## config.mk

```make
export PLATFORM = sky130hd
export DESIGN_NAME = flash_status_responder
export DESIGN_NICKNAME = d
export VERILOG_FILES = /design/src/rtl/fsr_pkg.sv /design/src/rtl/fsr_frame_rx.sv /design/src/rtl/fsr_status_reg.sv /design/src/rtl/fsr_shift_out.sv /design/src/rtl/flash_status_responder.sv
export SDC_FILE = /design/constraint.sdc
export NUM_CORES = 1
export LEC_CHECK = 0
export BUFFER_PORTS_ARGS = -buffer_cell sky130_fd_sc_hd__buf_4
export CAP_MARGIN = 5
export CORE_UTILIZATION = 31
export CTS_CLUSTER_SIZE = 28
export DETAILED_ROUTE_END_ITERATION = 10
export GPL_TIMING_DRIVEN = 0
export PLACE_DENSITY_LB_ADDON = 0.08
export SYNTH_ARGS = -nofsm -noshare
export SYNTH_HDL_FRONTEND = slang
export SYNTH_SLANG_ARGS = --single-unit
```

## constraint.sdc

```tcl
create_clock -name clk -period 2.15 [get_ports clk]
set_input_delay 0.215 -clock clk [delete_from_list [all_inputs] [get_ports clk]]
set_output_delay 0.215 -clock clk [all_outputs]
set_load 0.03 [all_outputs]
```

## src/rtl/fsr_pkg.sv

```systemverilog
// Package: command codes, status bit positions and frame phases that the
// responder modules share.
package fsr_pkg;
    localparam logic [7:0] OP_SET_WEL  = 8'h06;
    localparam logic [7:0] OP_WR_STAT  = 8'h01;
    localparam logic [7:0] OP_RD_STAT  = 8'h05;

    localparam int STAT_W   = 8;
    localparam int PROT_W   = 3;
    localparam int BIT_WIP  = 0;
    localparam int BIT_WEL  = 1;
    localparam int PROT_LSB = 2;

    typedef enum logic [2:0] {
        PH_CMD,     // collecting command byte
        PH_DATA,    // collecting status-write data byte
        PH_ARMED,   // 16 bits seen; waiting for chip select to rise
        PH_READ,    // shifting status out
        PH_SKIP     // rest of frame ignored
    } phase_t;
endpackage

```

## src/rtl/fsr_frame_rx.sv

```systemverilog
// Frame receiver: shifts in serial bits while chip select is low, decodes
// the command byte and emits single-cycle requests.
// Assumes: chip select is high for at least one clock edge between frames.
module fsr_frame_rx
    import fsr_pkg::*;
(
    input  logic              clk,
    input  logic              rst_n,
    input  logic              cs_n,
    input  logic              sdi,
    output logic              wel_set_req,
    output logic              rd_start,
    output logic              rd_active,
    output logic              commit_req,
    output logic [STAT_W-1:0] wr_byte
);
    localparam int CNT_W = $clog2(STAT_W);

    phase_t             phase;
    logic [CNT_W-1:0]   bit_idx;
    logic [STAT_W-2:0]  shreg;
    logic [STAT_W-1:0]  byte_now;
    logic               byte_done;

    assign byte_now  = {shreg, sdi};
    assign byte_done = !cs_n && (bit_idx == CNT_W'(STAT_W - 1));

    // Decoded requests seen by the status register and output shifter
    always_comb begin
        wel_set_req = byte_done && (phase == PH_CMD) && (byte_now == OP_SET_WEL);
        rd_start    = byte_done && (phase == PH_CMD) && (byte_now == OP_RD_STAT);
        rd_active   = !cs_n && (phase == PH_READ);
        commit_req  = cs_n && (phase == PH_ARMED);
    end

    // Bit counter, shift register and phase tracking across a frame
    always_ff @(posedge clk) begin
        if (!rst_n) begin
            phase   <= PH_CMD;
            bit_idx <= '0;
            shreg   <= '0;
            wr_byte <= '0;
        end else if (cs_n) begin
            phase   <= PH_CMD;
            bit_idx <= '0;
        end else begin
            shreg   <= byte_now[STAT_W-2:0];
            bit_idx <= bit_idx + 1'b1;
            case (phase)
                PH_CMD: begin
                    if (byte_done) begin
                        if (byte_now == OP_WR_STAT)      phase <= PH_DATA;
                        else if (byte_now == OP_RD_STAT) phase <= PH_READ;
                        else                             phase <= PH_SKIP;
                    end
                end
                PH_DATA: begin
                    if (byte_done) begin
                        wr_byte <= byte_now;
                        phase   <= PH_ARMED;
                    end
                end
                PH_ARMED: phase <= PH_SKIP;
                default:  phase <= phase;
            endcase
        end
    end
endmodule

```

## src/rtl/fsr_status_reg.sv

```systemverilog
// Status register: write-enable latch, protect bits and the self-timed
// busy counter. Requests arrive as single-cycle pulses.
// Assumes: BUSY_CYCLES >= 1; commit and latch-set never coincide.
module fsr_status_reg
    import fsr_pkg::*;
#(
    parameter int BUSY_CYCLES = 40
) (
    input  logic              clk,
    input  logic              rst_n,
    input  logic              wel_set_req,
    input  logic              commit_req,
    input  logic [PROT_W-1:0] new_prot,
    output logic [STAT_W-1:0] status,
    output logic              wip,
    output logic              wel,
    output logic [PROT_W-1:0] prot
);
    localparam int CW = $clog2(BUSY_CYCLES + 1);

    logic [CW-1:0] busy_cnt;

    assign wip = (busy_cnt != '0);

    // Assemble the readable status byte; upper bits are fixed at zero
    always_comb begin
        status                           = '0;
        status[BIT_WIP]                  = wip;
        status[BIT_WEL]                  = wel;
        status[PROT_LSB +: PROT_W]       = prot;
    end

    // Latch, protect bits and busy countdown
    always_ff @(posedge clk) begin
        if (!rst_n) begin
            busy_cnt <= '0;
            wel      <= 1'b0;
            prot     <= '0;
        end else if (wip) begin
            busy_cnt <= busy_cnt - 1'b1;
            if (busy_cnt == CW'(1)) wel <= 1'b0;
        end else begin
            if (commit_req && wel) begin
                prot     <= new_prot;
                busy_cnt <= CW'(BUSY_CYCLES);
            end
            if (wel_set_req) wel <= 1'b1;
        end
    end
endmodule

```

## src/rtl/fsr_shift_out.sv

```systemverilog
// Output shifter: presents the live status register MSB first, wrapping
// every byte, while a read frame is open.
module fsr_shift_out
    import fsr_pkg::*;
(
    input  logic              clk,
    input  logic              rst_n,
    input  logic              cs_n,
    input  logic              rd_start,
    input  logic              rd_active,
    input  logic [STAT_W-1:0] status,
    output logic              sdo,
    output logic              sdo_en
);
    localparam int IW = $clog2(STAT_W);

    logic [IW-1:0] idx;

    // Drive one status bit per clock; release the line between frames
    always_ff @(posedge clk) begin
        if (!rst_n || cs_n) begin
            sdo    <= 1'b0;
            sdo_en <= 1'b0;
            idx    <= '0;
        end else if (rd_start) begin
            sdo    <= status[STAT_W-1];
            sdo_en <= 1'b1;
            idx    <= IW'(STAT_W - 2);
        end else if (rd_active) begin
            sdo    <= status[idx];
            idx    <= idx - 1'b1;
        end
    end
endmodule

```

## src/rtl/flash_status_responder.sv

```systemverilog
// Top: serial flash status-register command responder.
// Assumes: clk runs continuously so the busy interval elapses between frames.
module flash_status_responder
    import fsr_pkg::*;
#(
    parameter int BUSY_CYCLES = 40
) (
    input  logic              clk,
    input  logic              rst_n,
    input  logic              cs_n,
    input  logic              sdi,
    output logic              sdo,
    output logic              sdo_en,
    output logic [PROT_W-1:0] prot_bits
);
    logic              wel_set_req;
    logic              rd_start;
    logic              rd_active;
    logic              commit_req;
    logic [STAT_W-1:0] wr_byte;
    logic [STAT_W-1:0] status;
    logic              wip;
    logic              wel;

    fsr_frame_rx u_rx (
        .clk         (clk),
        .rst_n       (rst_n),
        .cs_n        (cs_n),
        .sdi         (sdi),
        .wel_set_req (wel_set_req),
        .rd_start    (rd_start),
        .rd_active   (rd_active),
        .commit_req  (commit_req),
        .wr_byte     (wr_byte)
    );

    fsr_status_reg #(.BUSY_CYCLES(BUSY_CYCLES)) u_stat (
        .clk         (clk),
        .rst_n       (rst_n),
        .wel_set_req (wel_set_req),
        .commit_req  (commit_req),
        .new_prot    (wr_byte[PROT_LSB +: PROT_W]),
        .status      (status),
        .wip         (wip),
        .wel         (wel),
        .prot        (prot_bits)
    );

    fsr_shift_out u_tx (
        .clk       (clk),
        .rst_n     (rst_n),
        .cs_n      (cs_n),
        .rd_start  (rd_start),
        .rd_active (rd_active),
        .status    (status),
        .sdo       (sdo),
        .sdo_en    (sdo_en)
    );
endmodule

```

Yosys cells after proc, flatten, opt, wreduce, memory -nomap -nowiden

Index checks and enable logic that the tools add are counted.

Register bits: 33
Bits of input ports: 4
Output and inout port bits: 5
Logic and storage cells: 65

Add/subtract/negate cells: 3
$lt $le $gt $ge: 1
Equal/unequal tests: 11
Multiplexer cells: 14
Bitwise operators: 3
Reductions and logical operators: 22

Operator list:

| kind                  | count |
|---|---|
| $mux W3               | 6 |
| $eq A8 B3 Y1 const B  | 2 |
| $mux W6               | 2 |
| $pmux W3 S3           | 1 |
| $eq A8 B1 Y1 const B  | 1 |
| $logic_and A1 B1 Y1   | 7 |
| $eq A3 B2 Y1 const B  | 2 |
| $eq A6 B1 Y1 const B  | 1 |
| $reduce_and A3 Y1     | 2 |
| $reduce_bool A2 Y1    | 3 |
| $reduce_bool A6 Y1    | 1 |
| $sub A6 B1 Y6 const B | 1 |
| $lt A3 B4 Y1 const B  | 1 |
| $mux W1               | 4 |
| $ne A2 B1 Y1 const B  | 2 |
| $reduce_and A2 Y1     | 2 |
| $reduce_or A2 Y1      | 2 |
| $add A3 B1 Y3 const B | 1 |
| $bmux W1 S3           | 1 |
| $eq A3 B1 Y1 const B  | 1 |
| $eq A3 B3 Y1 const B  | 1 |
| $logic_not A3 Y1      | 1 |
| $not A1 Y1            | 3 |
| $reduce_bool A3 Y1    | 1 |
| 4 further kinds       | 5 |

Logic depth before layout (Yosys ltp)

Gate-level depths: netlist (run 1).

Word-level depth: 6
Gate-level depth with buffers: 6
Gate-level depth less buffers: 6

Modules after synthesis

A second synthesis (run 1) with hierarchy kept.

Cells, all modules: 193
Area total of the unflattened synthesis: 1,756.7 µm²

By module, submodules not included:

| module         | instances | cells an instance | area an instance (µm²) | sequential area each (µm²) |
|---|---|---|---|---|
| fsr_frame_rx   | 1         | 95                | 910.9                  | 420.4 |
| fsr_status_reg | 1         | 67                | 545.5                  | 200.2 |
| fsr_shift_out  | 1         | 31                | 300.3                  | 100.1 |

Worst setup path before layout (run 1)

No wires, ideal clock.

Kind: reg-to-reg
Start: register u_rx.bit_idx[0]
End: register u_rx.phase[0]
Library setup time: 68 ps
Arrival: 1,404 ps
Data required time: 2,082 ps
Setup slack: 678 ps
Stages on the path, launching flop included: 7
Buffers on the path: 0
Clock period less this slack: 1,472 ps
Path through: dfxtp_1 -> ha_1 -> ha_1 -> nor3b_4 -> nand2b_2 -> or3_1 -> a21oi_2

Longest elaborated chain between the ends: 4
Elaborated cells on any way between the ends: 5

Ends and longest elaborated chain:

| item                                 | line               | source |
|---|---|---|
| start: declaration                   | fsr_frame_rx.sv:20 | `logic [CNT_W-1:0] bit_idx;` |
| start signal: assignment             | fsr_frame_rx.sv:48 | `bit_idx <= bit_idx + 1'b1;` |
| $eq A3 B3 Y1 *                       | fsr_frame_rx.sv:26 | `assign byte_done = !cs_n && (bit_idx == CNT_W'(STAT_W - 1));` |
| $logic_and A1 B1 Y1 *                | fsr_frame_rx.sv:26 |  |
| $ne A2 B1 Y1 (no source line)        | --                 |  |
| $reduce_and A3 Y1 (no source line) * | --                 |  |
| end signal: assignment               | fsr_frame_rx.sv:64 | `default: phase <= phase;` |
| end: declaration                     | fsr_frame_rx.sv:19 | `phase_t phase;` |

Every way passes the cells marked *; elsewhere a longest branch is shown, timed or not.
A chain may end at the register's enable or synchronous reset.

Worst setup path in the final report (run 1)

Start: register u_rx.bit_idx[0]
End: register u_tx.sdo

Longest elaborated chain between the ends: 5

Ends and longest elaborated chain:

| item                              | line                | source |
|---|---|---|
| $eq A3 B3 Y1                      | fsr_frame_rx.sv:26  |  |
| $logic_and A1 B1 Y1               | fsr_frame_rx.sv:26  |  |
| $logic_and A1 B1 Y1 (2 in a row)  | fsr_frame_rx.sv:31  | `rd_start = byte_done && (phase == PH_CMD) && (byte_now == OP_RD_STAT);` |
| $reduce_or A2 Y1 (no source line) | --                  |  |
| end signal: assignment            | fsr_shift_out.sv:26 | `sdo <= status[STAT_W-1];` |
| end signal: assignment            | fsr_shift_out.sv:30 | `sdo <= status[idx];` |
| end: declaration                  | fsr_shift_out.sv:12 | `output logic sdo,` |

No other way between the ends.

==> results.py, run 1 <==
metrics = {
    "run_status": {
        "run_status": "completed",
    },
    "grt": {
        "grt_pass1_vias": 1015,
        "grt_max_degree": 11,
        "track_usage_pct": 13.5,
        "grt_pass1_wl_um": 4950,
        "grt-ovfl-total": 0,
        "grt_antenna_before_repair": 0,
    },
    "cells_and_area": {
        "drive_above_1_share_pct": 14.7,
        "post-route-util_pct": 37.0,
        "layout_commonest_cell": "dfxtp_1",
        "antenna_cells": 0,
        "final_nets": 179,
        "mostFrequentLayoutCells": "dfxtp_1 (31), nor2_1 (21), nand2_1 (12), a21oi_1 (12)",
        "final_cell_area_um2": 1610,
        "syn2layout_area_growth_pct": 15.2,
    },
    "worst_setup_path": {
        "cp-start-kind": "flop",
        "cp_slowest_cell": "dfxtp_1",
        "r2r_start": "u_rx.bit_idx[0]",
        "cp-end-kind": "flop",
        "cpPeakStageDelay_ns": 0.33,
        "cp_data_arrival_time_ns": 1.82,
        "cp.required_ns": 2.31,
        "path_class": "flop to flop",
        "rr_endpoint": "u_tx.sdo",
        "crit_path_cell_trace": "ha_1 -> ha_1 -> nor3b_4 -> nand4_2 -> o21ai_0 -> a211oi_1",
        "cp_top_family": "simple AND/OR/NAND/NOR gates",
        "worstRegToRegCells": 6,
        "critPathMostFrequentCell": "ha_1",
        "cp.buffers_inverters": 0,
        "cp_max_fo": 7,
        "rrSetupSlack_ns": 0.49,
    },
    "hold_path": {
        "hold_depth": 2,
        "hp-class": "primary input to flop",
        "worstHoldStart": "rst_n",
        "holdPathEnd": "u_stat.wel",
    },
    "timing": {
        "slew_viol_final": 0,
        "clock.fmax_mhz": 602,
        "setup-tns-final_ns": 0,
        "fin_skew_ns": 0.00382,
        "tightestPinTransition_ns": 0.449,
        "fin_crit_ns": 1.66,
        "finalSetupViolCount": 0,
        "period_share_pct": 77.2,
        "rsz0062_at_grt": "no",
        "maxSlewHeadroom_pct": 70.1,
        "finalHoldViolations": 0,
    },
    "pwr": {
        "power_density_nw_per_um2": 911,
        "power.total_mw": 1.47,
        "vdd_drop_max_uv": 295,
        "p_leak_nw": 0.656,
    },
    "synthesis": {
        "yosysTopAreaCell": "dfxtp_1",
        "seq_area_frac_synth_pct": 44.4,
        "synth_nets": 164,
        "async_flop_share_pct": 0,
        "synth_edf_count": 0,
        "yosys_warnings": 0,
        "synth.area.top_cells": "dfxtp_1 (44%), mux2i_1 (7.9%), nor2_1 (5.6%)",
        "synth_top_area_share_pct": 44.4,
        "synth_ff_type": "dfxtp_1",
        "netlist_area_um2": 1400,
        "syn_avg_cell_area_um2": 9.02,
        "synth.distinct_cells": 37,
        "synth_seq_cells": 31,
        "synth_cells": 155,
    },
    "clock_tree": {
        "cts_tree": "done",
        "cts-buffers-inserted": 5,
        "clkSinkCount": 31,
        "cts.repair.resized": 0,
        "cts.htree.levels": 2,
        "clk_pin_slew_worst_paths_ns": 0.06,
        "cts_root_buf": "clkbuf_8",
        "insertion_delay_ns": 0.28,
        "cts_max_path_buffers": 2,
        "cts_setup_buffers": 0,
        "holdBufCountCts": 0,
    },
    "floorplan": {
        "dieWidth_um": 69.2,
        "die_h_um": 69.2,
        "start_util_pct": 32.1,
        "pin_count": 9,
        "std_cell_rows": 24,
        "core-area_um2": 4350,
        "die-area_um2": 4790,
    },
    "drt": {
        "dr_total_vias": 1080,
        "wl_um": 2820,
        "drtAntennaViolNets": 0,
        "drt-vias-per-instance": 4.86,
        "initialDrtViolationCount": 85,
        "drc": 0,
        "drt_first_pass_iters": 4,
        "wl_per_cell_um": 12.7,
    },
    "place": {
        "hpwl_um": 2060,
        "place_area_um2": 1520,
        "io_buffers": 8,
        "gp_congestion": 0.732,
    },
    "job": {
        "drv_cap": 0,
    },
}
## cell type report
cell class              count  area [µm²]
plain buffers               2        15.0
fillers                   461        2740
clock buffers               6        82.6
multi-input cells         110         718
inverters                  12        45.0
flip-flops and latches     31         621
clock inverters             1        5.00
repair buffers              8        60.1
well taps                  52        65.1
## Yosys cell counts, drive strengths merged, types with 2 or more instances
cell,n
nand4,3
inv,11
nor2,21
nand2b,3
o21a,2
o21ai,5
nand3,3
and2,3
a31oi,2
xor2,2
a211oi,4
nor3b,3
nor3,5
dfxtp,31
nand2,12
mux2i,11
nor2b,2
ha,5
a21oi,14
## power by group
| group | total, mW | switching [mW] | leakage (nW) | internal, mW |
|---|---|---|---|---|
| Sequential | 0.669 | 0.0453 | 0.252 | 0.623 |
| Combinational | 0.340 | 0.206 | 0.358 | 0.134 |
| Clock | 0.460 | 0.210 | 0.0470 | 0.251 |
| Total | 1.47 | 0.461 | 0.656 | 1.01 |
## worst reg2reg max path, stage by stage (launching register included)
cell and delay [ns]:
dfxtp_1 0.33, ha_1 0.15, ha_1 0.14, nor3b_4 0.33, nand4_2 0.19, o21ai_0 0.32
a211oi_1 0.08
## sequential cells by signal, indices dropped and copies added, names as in the netlist
signal	flops
u_tx.sdo	1
u_rx.shreg	7
u_stat.prot	3
u_rx.wr_byte	3
u_tx.sdo_en	1
u_rx.phase	3
u_rx.bit_idx	3
u_tx.idx	3
u_stat.busy_cnt	6
u_stat.wel	1
## metal layers
metal	routed length, µm	global-route usage (%)	vias up
met1	1420	17.2	494
met3	120	5.23	6
met5	0	0	-
met4	55	6.12	0
met2	1220	19.8	15
li1	-	-	565
## metrics by stage
step           hold slack, ns  setup slack [ns]  cells
2_1_floorplan           0.333             0.678    155
3_3_place_gp            0.413             0.483    215
3_5_place_dp            0.418             0.467    215
4_1_cts                 0.153             0.464    222
5_1_grt                 0.159             0.339    222
6_report                0.158             0.490    222
## cells by family (layout without fill, tap and decap cells)
kind of cell | count (synthesis) | after routing | synth area share (%)
simple gates | 61 | 61 | 24.0
xor+xnor | 3 | 3 | 1.88
compound gates | 30 | 30 | 13.1
buf+inv | 14 | 29 | 4.29
mux | 11 | 11 | 7.87
flops | 31 | 31 | 44.4
fa+ha+maj | 5 | 5 | 4.47
## worst max path at each step
stage / cells after the start / endpoint / slack (ns) / from
final: 6 / u_tx.sdo / 0.49 / u_rx.bit_idx[0]
after global routing: 6 / u_tx.sdo / 0.34 / u_rx.bit_idx[0]
after CTS: 6 / u_tx.sdo / 0.46 / u_rx.bit_idx[0]
after detailed placement: 6 / u_tx.sdo / 0.47 / u_rx.bit_idx[0]
after global placement: 6 / u_tx.sdo / 0.48 / u_rx.bit_idx[0]
after floorplan: 6 / u_rx.phase[0] / 0.68 / u_rx.bit_idx[0]
No activity file was read; power rests on OpenSTA's default activity.
==> run 2: changes to the inputs <==
--- a/config.mk
+++ b/config.mk
@@ -5,6 +5,7 @@
 export SDC_FILE = /design/constraint.sdc
 export NUM_CORES = 1
 export LEC_CHECK = 0
+export ABC_AREA = 1
 export BUFFER_PORTS_ARGS = -buffer_cell sky130_fd_sc_hd__buf_4
 export CAP_MARGIN = 5
 export CORE_UTILIZATION = 31
==> constraint.sdc (replaced) <==
create_clock -name clk -period 1.7 [get_ports clk]
set_input_delay 0.17 -clock clk [delete_from_list [all_inputs] [get_ports clk]]
set_output_delay 0.17 -clock clk [all_outputs]
set_load 0.03 [all_outputs]
==> run 2 against run 1 <==
- clock skew is 0.0023 ns higher
- clock power is 12% higher
- worst hold slack better by 0.021 ns
- global-route usage is 0.12 points higher
- largest cell class unchanged
- final cell count is 18% higher
- area after synthesis is 2.7% higher
- setup slack worse by 0.25 ns
- combinational power is 58% higher
- sequential cell count stayed put
- sequential power is 28% higher
- critical path type unchanged
- highest routed layer unchanged
- wire length is 0.67% higher
- largest power group unchanged
- die area is 2.6% higher
==> results.py, run 2 <==
metrics = {
    "drt": {
        "wl_um": 2840,
        "drtAntennaViolNets": 0,
        "drc": 0,
        "wl_per_cell_um": 10.9,
        "initialDrtViolationCount": 22,
        "dr_total_vias": 1200,
        "drt_first_pass_iters": 4,
        "drt-vias-per-instance": 4.60,
    },
    "grt": {
        "use_met2_pct": 21.3,
        "grt_max_degree": 11,
        "grt_pass1_vias": 1162,
        "grt_util_met3_pct": 5.63,
        "grt_antenna_before_repair": 0,
        "grt-ovfl-total": 0,
        "gr-usage-met1_pct": 17.0,
        "grt-busiest-layer": "met2",
        "grt_pass1_wl_um": 5100,
        "track_usage_pct": 13.6,
    },
    "timing": {
        "slew_viol_final": 0,
        "tightestPinTransition_ns": 0.367,
        "finalSetupViolCount": 0,
        "fin_skew_ns": 0.00614,
        "setup-tns-final_ns": 0,
        "layout_setup_ws_ns": 0.241,
        "finalHoldViolations": 0,
        "fin_crit_ns": 1.46,
        "clock.fmax_mhz": 685,
        "rsz0062_at_grt": "no",
        "period_share_pct": 85.8,
        "maxSlewHeadroom_pct": 75.5,
    },
    "clock_tree": {
        "cts_tree": "done",
        "cts.repair.resized": 0,
        "clk_pin_slew_worst_paths_ns": 0.06,
        "clkSinkCount": 31,
        "holdBufCountCts": 0,
        "cts-buffers-inserted": 5,
        "cts_root_buf": "clkbuf_8",
        "insertion_delay_ns": 0.27,
        "cts_max_path_buffers": 2,
        "cts.htree.levels": 2,
        "cts_setup_buffers": 0,
    },
    "floorplan": {
        "dieWidth_um": 70.1,
        "die-area_um2": 4910,
        "die_h_um": 70.1,
        "start_util_pct": 32.5,
        "core-area_um2": 4410,
        "std_cell_rows": 24,
        "pin_count": 9,
    },
    "worst_setup_path": {
        "cp-start-kind": "flop",
        "cp.buffers_inverters": 1,
        "r2r_start": "u_stat.busy_cnt[1]",
        "cp_max_fo": 7,
        "path_class": "flop to flop",
        "cpPeakStageDelay_ns": 0.31,
        "cp_data_arrival_time_ns": 1.63,
        "startpoint": "u_stat.busy_cnt[1]",
        "rrSetupSlack_ns": 0.24,
        "cp-endpoint": "u_stat.prot[1]",
        "cp_slowest_cell": "dfxtp_1",
        "worstRegToRegCells": 7,
        "rr_endpoint": "u_stat.prot[1]",
        "cp.required_ns": 1.87,
        "crit_path_cell_trace": "inv_1 -> ha_1 -> nand2_1 -> nor2_4 -> nand2_2 -> o21ai_0 -> nor2_1",
        "cp-end-kind": "flop",
        "critical_path_cell_count": 7,
        "cp_top_family": "simple AND/OR/NAND/NOR gates",
    },
    "pwr": {
        "clkPwrFrac_pct": 27.0,
        "p_int_mw": 1.27,
        "power.total_mw": 1.91,
        "p_leak_nw": 0.677,
        "vdd_drop_max_uv": 488,
        "power_frac_comb_pct": 28.1,
        "power_density_nw_per_um2": 1170,
        "sequentialPowerShare_pct": 44.9,
        "swShare_pct": 33.2,
        "p_sw_uw": 634,
    },
    "synthesis": {
        "yosysTopAreaCell": "dfxtp_1",
        "ys_top_cells_by_count": "nand2_1 (41), dfxtp_1 (31), inv_1 (25), nor2_1 (25), a21oi_1 (23)",
        "syn_avg_cell_area_um2": 7.37,
        "yosysMostFrequentCell": "nand2_1",
        "synth.area.top_cells": "dfxtp_1 (43%), nand2_1 (11%), a21oi_1 (8.0%)",
        "synth_top_area_share_pct": 43.2,
        "synth_cells": 195,
        "netlist_area_um2": 1440,
        "async_flop_share_pct": 0,
        "synth.distinct_cells": 26,
        "synth_edf_count": 0,
        "yosys_warnings": 0,
        "seq_area_frac_synth_pct": 43.2,
        "synth_nets": 204,
        "synth_seq_cells": 31,
        "synth_ff_type": "dfxtp_1",
    },
    "place": {
        "gp_congestion": 0.789,
        "io_buffers": 8,
        "hpwl_um": 2220,
        "place_area_um2": 1560,
        "dp_slack_ns": 0.229,
    },
    "cells_and_area": {
        "regMostFlops": "u_rx.shreg",
        "largest_reg_flops": 7,
        "mostFrequentLayoutCells": "nand2_1 (41), dfxtp_1 (31), inv_1 (25), nor2_1 (25), a21oi_1 (23)",
        "post-route-util_pct": 37.0,
        "syn2layout_area_growth_pct": 13.8,
        "final_cell_area_um2": 1630,
        "layout_commonest_cell": "nand2_1",
        "fillers": 487,
        "final_nets": 219,
        "drive_above_1_share_pct": 12.0,
        "antenna_cells": 0,
        "top_regs": "u_rx.shreg (7), u_stat.busy_cnt (6)",
    },
    "hold_path": {
        "hold_depth": 3,
        "hp-class": "primary input to flop",
    },
    "job": {
        "drv_cap": 0,
    },
    "run_status": {
        "run_status": "completed",
    },
}
==> run 2: stage by stage <==
step / std cells / hold WS [ns]
final: 261 / 0.179
after CTS: 261 / 0.176
after floorplan: 195 / 0.308
after detailed placement: 255 / 0.420
after global routing: 261 / 0.178
after global placement: 255 / 0.409
==> run 2: per-layer routing <==
layer	wire [µm]	up-vias
li1	-	661
met1	1430	521
met2	1280	16
met3	111	2
met4	17	0
met5	0	-
==> run 2: final cells by class <==
cell class                      count  area (µm²)  area share (%)
Buffer                              2        8.76           0.536
Clock buffer                        6        72.6            4.44
Inverter                           28         108            6.58
Multi-Input combinational cell    134         699            42.8
Sequential cell                    31         621            38.0
Tap cell                           52        65.1            3.98
Timing Repair Buffer                8        60.1            3.68
==> run 2: cells by family (layout without fill, tap and decap cells) <==
family                     after synthesis  count (layout)  share of synthesized area [%]
DFF                                     31              31                           43.2
adders and majority gates                5               5                           4.36
buffers and inverters                   30              44                           8.10
xor gates and xnor gates                 1               1                          0.610
and+or+nand+nor                         87              87                           28.9
AOI/OAI and AO/OA                       41              41                           14.8
==> run 2: power groups by stage <==
| stage | combinational, mW | sequential, mW | clock, mW |
|---|---|---|---|
| 2_1_floorplan | 0.439 | 0.861 | 0 |
| 3_3_place_gp | 0.537 | 0.871 | 0 |
| 6_report | 0.536 | 0.857 | 0.515 |
| 5_1_grt | 0.622 | 0.866 | 0.572 |
| 4_1_cts | 0.546 | 0.858 | 0.538 |
| 3_5_place_dp | 0.542 | 0.874 | 0 |
==> run 2: worst register-to-register path, delay by kind of cell, from the launching register on <==
family                   cells  cell delay, ns
AND/OR/NAND/NOR              4            0.54
AO/OA/AOI/OAI                1            0.20
adder cells (fa/ha/maj)      1            0.22
buffers and inverters        1            0.09
flip-flops                   1            0.31
==> run 2: how the worst min path moves through the flow <==
stage	endpoint	slack (ns)	startpoint
detailed placement	u_rx.bit_idx[0]	0.42	u_rx.bit_idx[0]
global route	u_stat.busy_cnt[0]	0.18	rst_n
floorplan	u_rx.shreg[0]	0.31	rst_n
CTS	u_stat.busy_cnt[0]	0.18	rst_n
finish	u_stat.busy_cnt[0]	0.18	rst_n
global placement	u_rx.bit_idx[0]	0.41	u_rx.bit_idx[0]
==> run 3: changes to the inputs <==
--- a/config.mk
+++ b/config.mk
@@ -12,7 +12,6 @@
 export CTS_CLUSTER_SIZE = 28
 export DETAILED_ROUTE_END_ITERATION = 10
 export GPL_TIMING_DRIVEN = 0
-export PLACE_DENSITY_LB_ADDON = 0.08
 export SYNTH_ARGS = -nofsm -noshare
 export SYNTH_HDL_FRONTEND = slang
 export SYNTH_SLANG_ARGS = --single-unit
==> run 3 against run 2 <==
- first-iteration DRC count increased to 4.2 times the previous value
- power grew 13%
- global-route usage shrank 0.79 points
- register-to-register slack is essentially flat
- combinational power up 1%
- critical path type unchanged
- highest routed layer unchanged
==> results.py, run 3 (same netlist as run 2, synthesis figures left out) <==
metrics = {
    "run_status": {
        "run_status": "completed",
    },
    "floorplan": {
        "die_h_um": 70.1,
        "std_cell_rows": 24,
        "die-area_um2": 4910,
        "core-area_um2": 4410,
        "pin_count": 9,
        "start_util_pct": 32.5,
        "dieWidth_um": 70.1,
    },
    "cells_and_area": {
        "drive_above_1_share_pct": 13.3,
        "stdcell_count": 263,
        "fillers": 464,
        "syn2layout_area_growth_pct": 16.9,
        "multi_input_comb_area_um2": 699,
        "layout_commonest_cell": "nand2_1",
        "top_regs": "u_rx.shreg (7), u_stat.busy_cnt (6)",
        "largest_reg_flops": 7,
        "final_nets": 219,
        "antenna_cells": 0,
        "seq_area_um2": 621,
        "regMostFlops": "u_rx.shreg",
        "mostFrequentLayoutCells": "nand2_1 (41), dfxtp_1 (31), inv_1 (25), nor2_1 (25), a21oi_1 (23)",
    },
    "grt": {
        "grt_pass1_wl_um": 4870,
        "grt_antenna_before_repair": 0,
        "grt_pass1_vias": 1141,
        "track_usage_pct": 12.8,
        "grt_max_degree": 11,
        "grt-ovfl-total": 0,
    },
    "pwr": {
        "vdd_drop_max_uv": 403,
        "power_density_nw_per_um2": 1290,
        "p_leak_nw": 0.701,
        "sequentialPowerShare_pct": 39.6,
        "p_sw_uw": 688,
        "swShare_pct": 31.8,
        "clkPwrFrac_pct": 35.4,
        "power_frac_comb_pct": 25.1,
        "power.total_mw": 2.16,
        "p_int_mw": 1.48,
    },
    "drt": {
        "drc": 0,
        "dr_total_vias": 1215,
        "initialDrtViolationCount": 93,
        "drt_first_pass_iters": 4,
        "wl_per_cell_um": 10.4,
        "drt-vias-per-instance": 4.62,
        "wl_um": 2730,
        "drtAntennaViolNets": 0,
    },
    "hold_path": {
        "hold_depth": 3,
        "worstHoldStart": "rst_n",
        "holdPathEnd": "u_rx.shreg[0]",
        "hp-class": "primary input to flop",
    },
    "place": {
        "gp_congestion": 0.811,
        "place_inst": 255,
        "io_buffers": 8,
        "hpwl_um": 2030,
    },
    "worst_setup_path": {
        "cpPeakStageDelay_ns": 0.34,
        "cp.required_ns": 1.88,
        "cp_data_arrival_time_ns": 1.63,
        "cp_max_fo": 4,
        "rr_endpoint": "u_tx.idx[0]",
        "path_class": "flop to flop",
        "worstRegToRegCells": 7,
        "cp-start-kind": "flop",
        "cp_slowest_cell": "dfxtp_1",
        "rrSetupSlack_ns": 0.24,
        "cp.buffers_inverters": 0,
        "cp-end-kind": "flop",
        "crit_path_cell_trace": "ha_1 -> ha_1 -> nand2_4 -> nor3b_2 -> nand3_2 -> nand2_1 -> a21oi_1",
        "r2r_start": "u_rx.bit_idx[0]",
        "critPathMostFrequentCell": "ha_1",
        "cp_top_family": "simple AND/OR/NAND/NOR gates",
    },
    "timing": {
        "finalHoldViolations": 0,
        "rsz0062_at_grt": "no",
        "whs_ns": 0.174,
        "setup-tns-final_ns": 0,
        "finalSetupViolCount": 0,
        "tightestPinTransition_ns": 0.363,
        "period_share_pct": 85.6,
        "fin_crit_ns": 1.46,
        "clock.fmax_mhz": 687,
        "maxSlewHeadroom_pct": 75.8,
        "slew_viol_final": 0,
        "fin_skew_ns": 0.00884,
    },
    "clock_tree": {
        "clkSinkCount": 31,
        "clk_pin_slew_worst_paths_ns": 0.07,
        "cts_max_path_buffers": 2,
        "cts-buffers-inserted": 5,
        "cts.htree.levels": 2,
        "holdBufCountCts": 0,
        "insertion_delay_ns": 0.29,
        "cts_setup_buffers": 0,
        "cts_tree": "done",
        "cts_root_buf": "clkbuf_8",
        "cts.repair.resized": 0,
    },
    "job": {
        "drv_cap": 0,
    },
}
run 3: cell types whose count changed in the layout (fill, tap and decap cells not counted), sizes merged:
cell | previous run | this run
bufinv | 0 | 1
clkinv | 2 | 3
run 3: worst max path at each step:
stage                       startpoint                 end  slack [ns]  cells after the start
floorplan           u_stat.busy_cnt[0]  u_stat.busy_cnt[1]        0.42                      6
global placement    u_stat.busy_cnt[0]      u_stat.prot[1]        0.28                      7
CTS                    u_rx.bit_idx[0]         u_tx.idx[0]        0.24                      7
global route        u_stat.busy_cnt[0]      u_stat.prot[1]        0.13                      7
detailed placement     u_rx.bit_idx[0]         u_tx.idx[0]        0.26                      7
finish                 u_rx.bit_idx[0]         u_tx.idx[0]        0.24                      7
run 3: worst min-delay path, delay by kind of cell:
| kind | cells | cell delay (ns) |
|---|---|---|
| AO/OA/AOI/OAI | 2 | 0.11 |
| buffers and inverters | 1 | 0.13 |
run 3: power groups by stage:
stage | Sequential [mW] | Clock, mW | Combinational [mW]
4_1_cts | 0.857 | 0.775 | 0.547
5_1_grt | 0.867 | 0.811 | 0.628
3_5_place_dp | 0.873 | 0 | 0.543
2_1_floorplan | 0.861 | 0 | 0.439
6_report | 0.856 | 0.765 | 0.543
3_3_place_gp | 0.872 | 0 | 0.530
run 3: per-stage QoR:
step | instance area, µm² | setup WS [ns] | util (%)
finish | 1680 | 0.244 | 38.0
global placement | 1560 | 0.275 | 35.4
CTS | 1680 | 0.240 | 38.0
detailed placement | 1560 | 0.264 | 35.4
floorplan | 1440 | 0.415 | -
global route | 1680 | 0.128 | 38.0
run 3: per-layer routing:
metal	vias up	track usage, %	wire (µm)
met3	2	5.77	128
li1	658	-	-
met2	16	19.6	1160
met5	-	0	0
met4	0	5.33	21
met1	539	15.5	1420
run 3: area by class of cell:
| type | instances | share of cell area [%] |
|---|---|---|
| plain buffers | 2 | 0.522 |
| multi-input cells | 134 | 41.7 |
| well taps | 52 | 3.87 |
| clock buffers | 6 | 4.92 |
| inverters | 28 | 6.41 |
| repair buffers | 8 | 3.58 |
| flip-flops and latches | 31 | 37.0 |
| clock inverters | 2 | 2.09 |
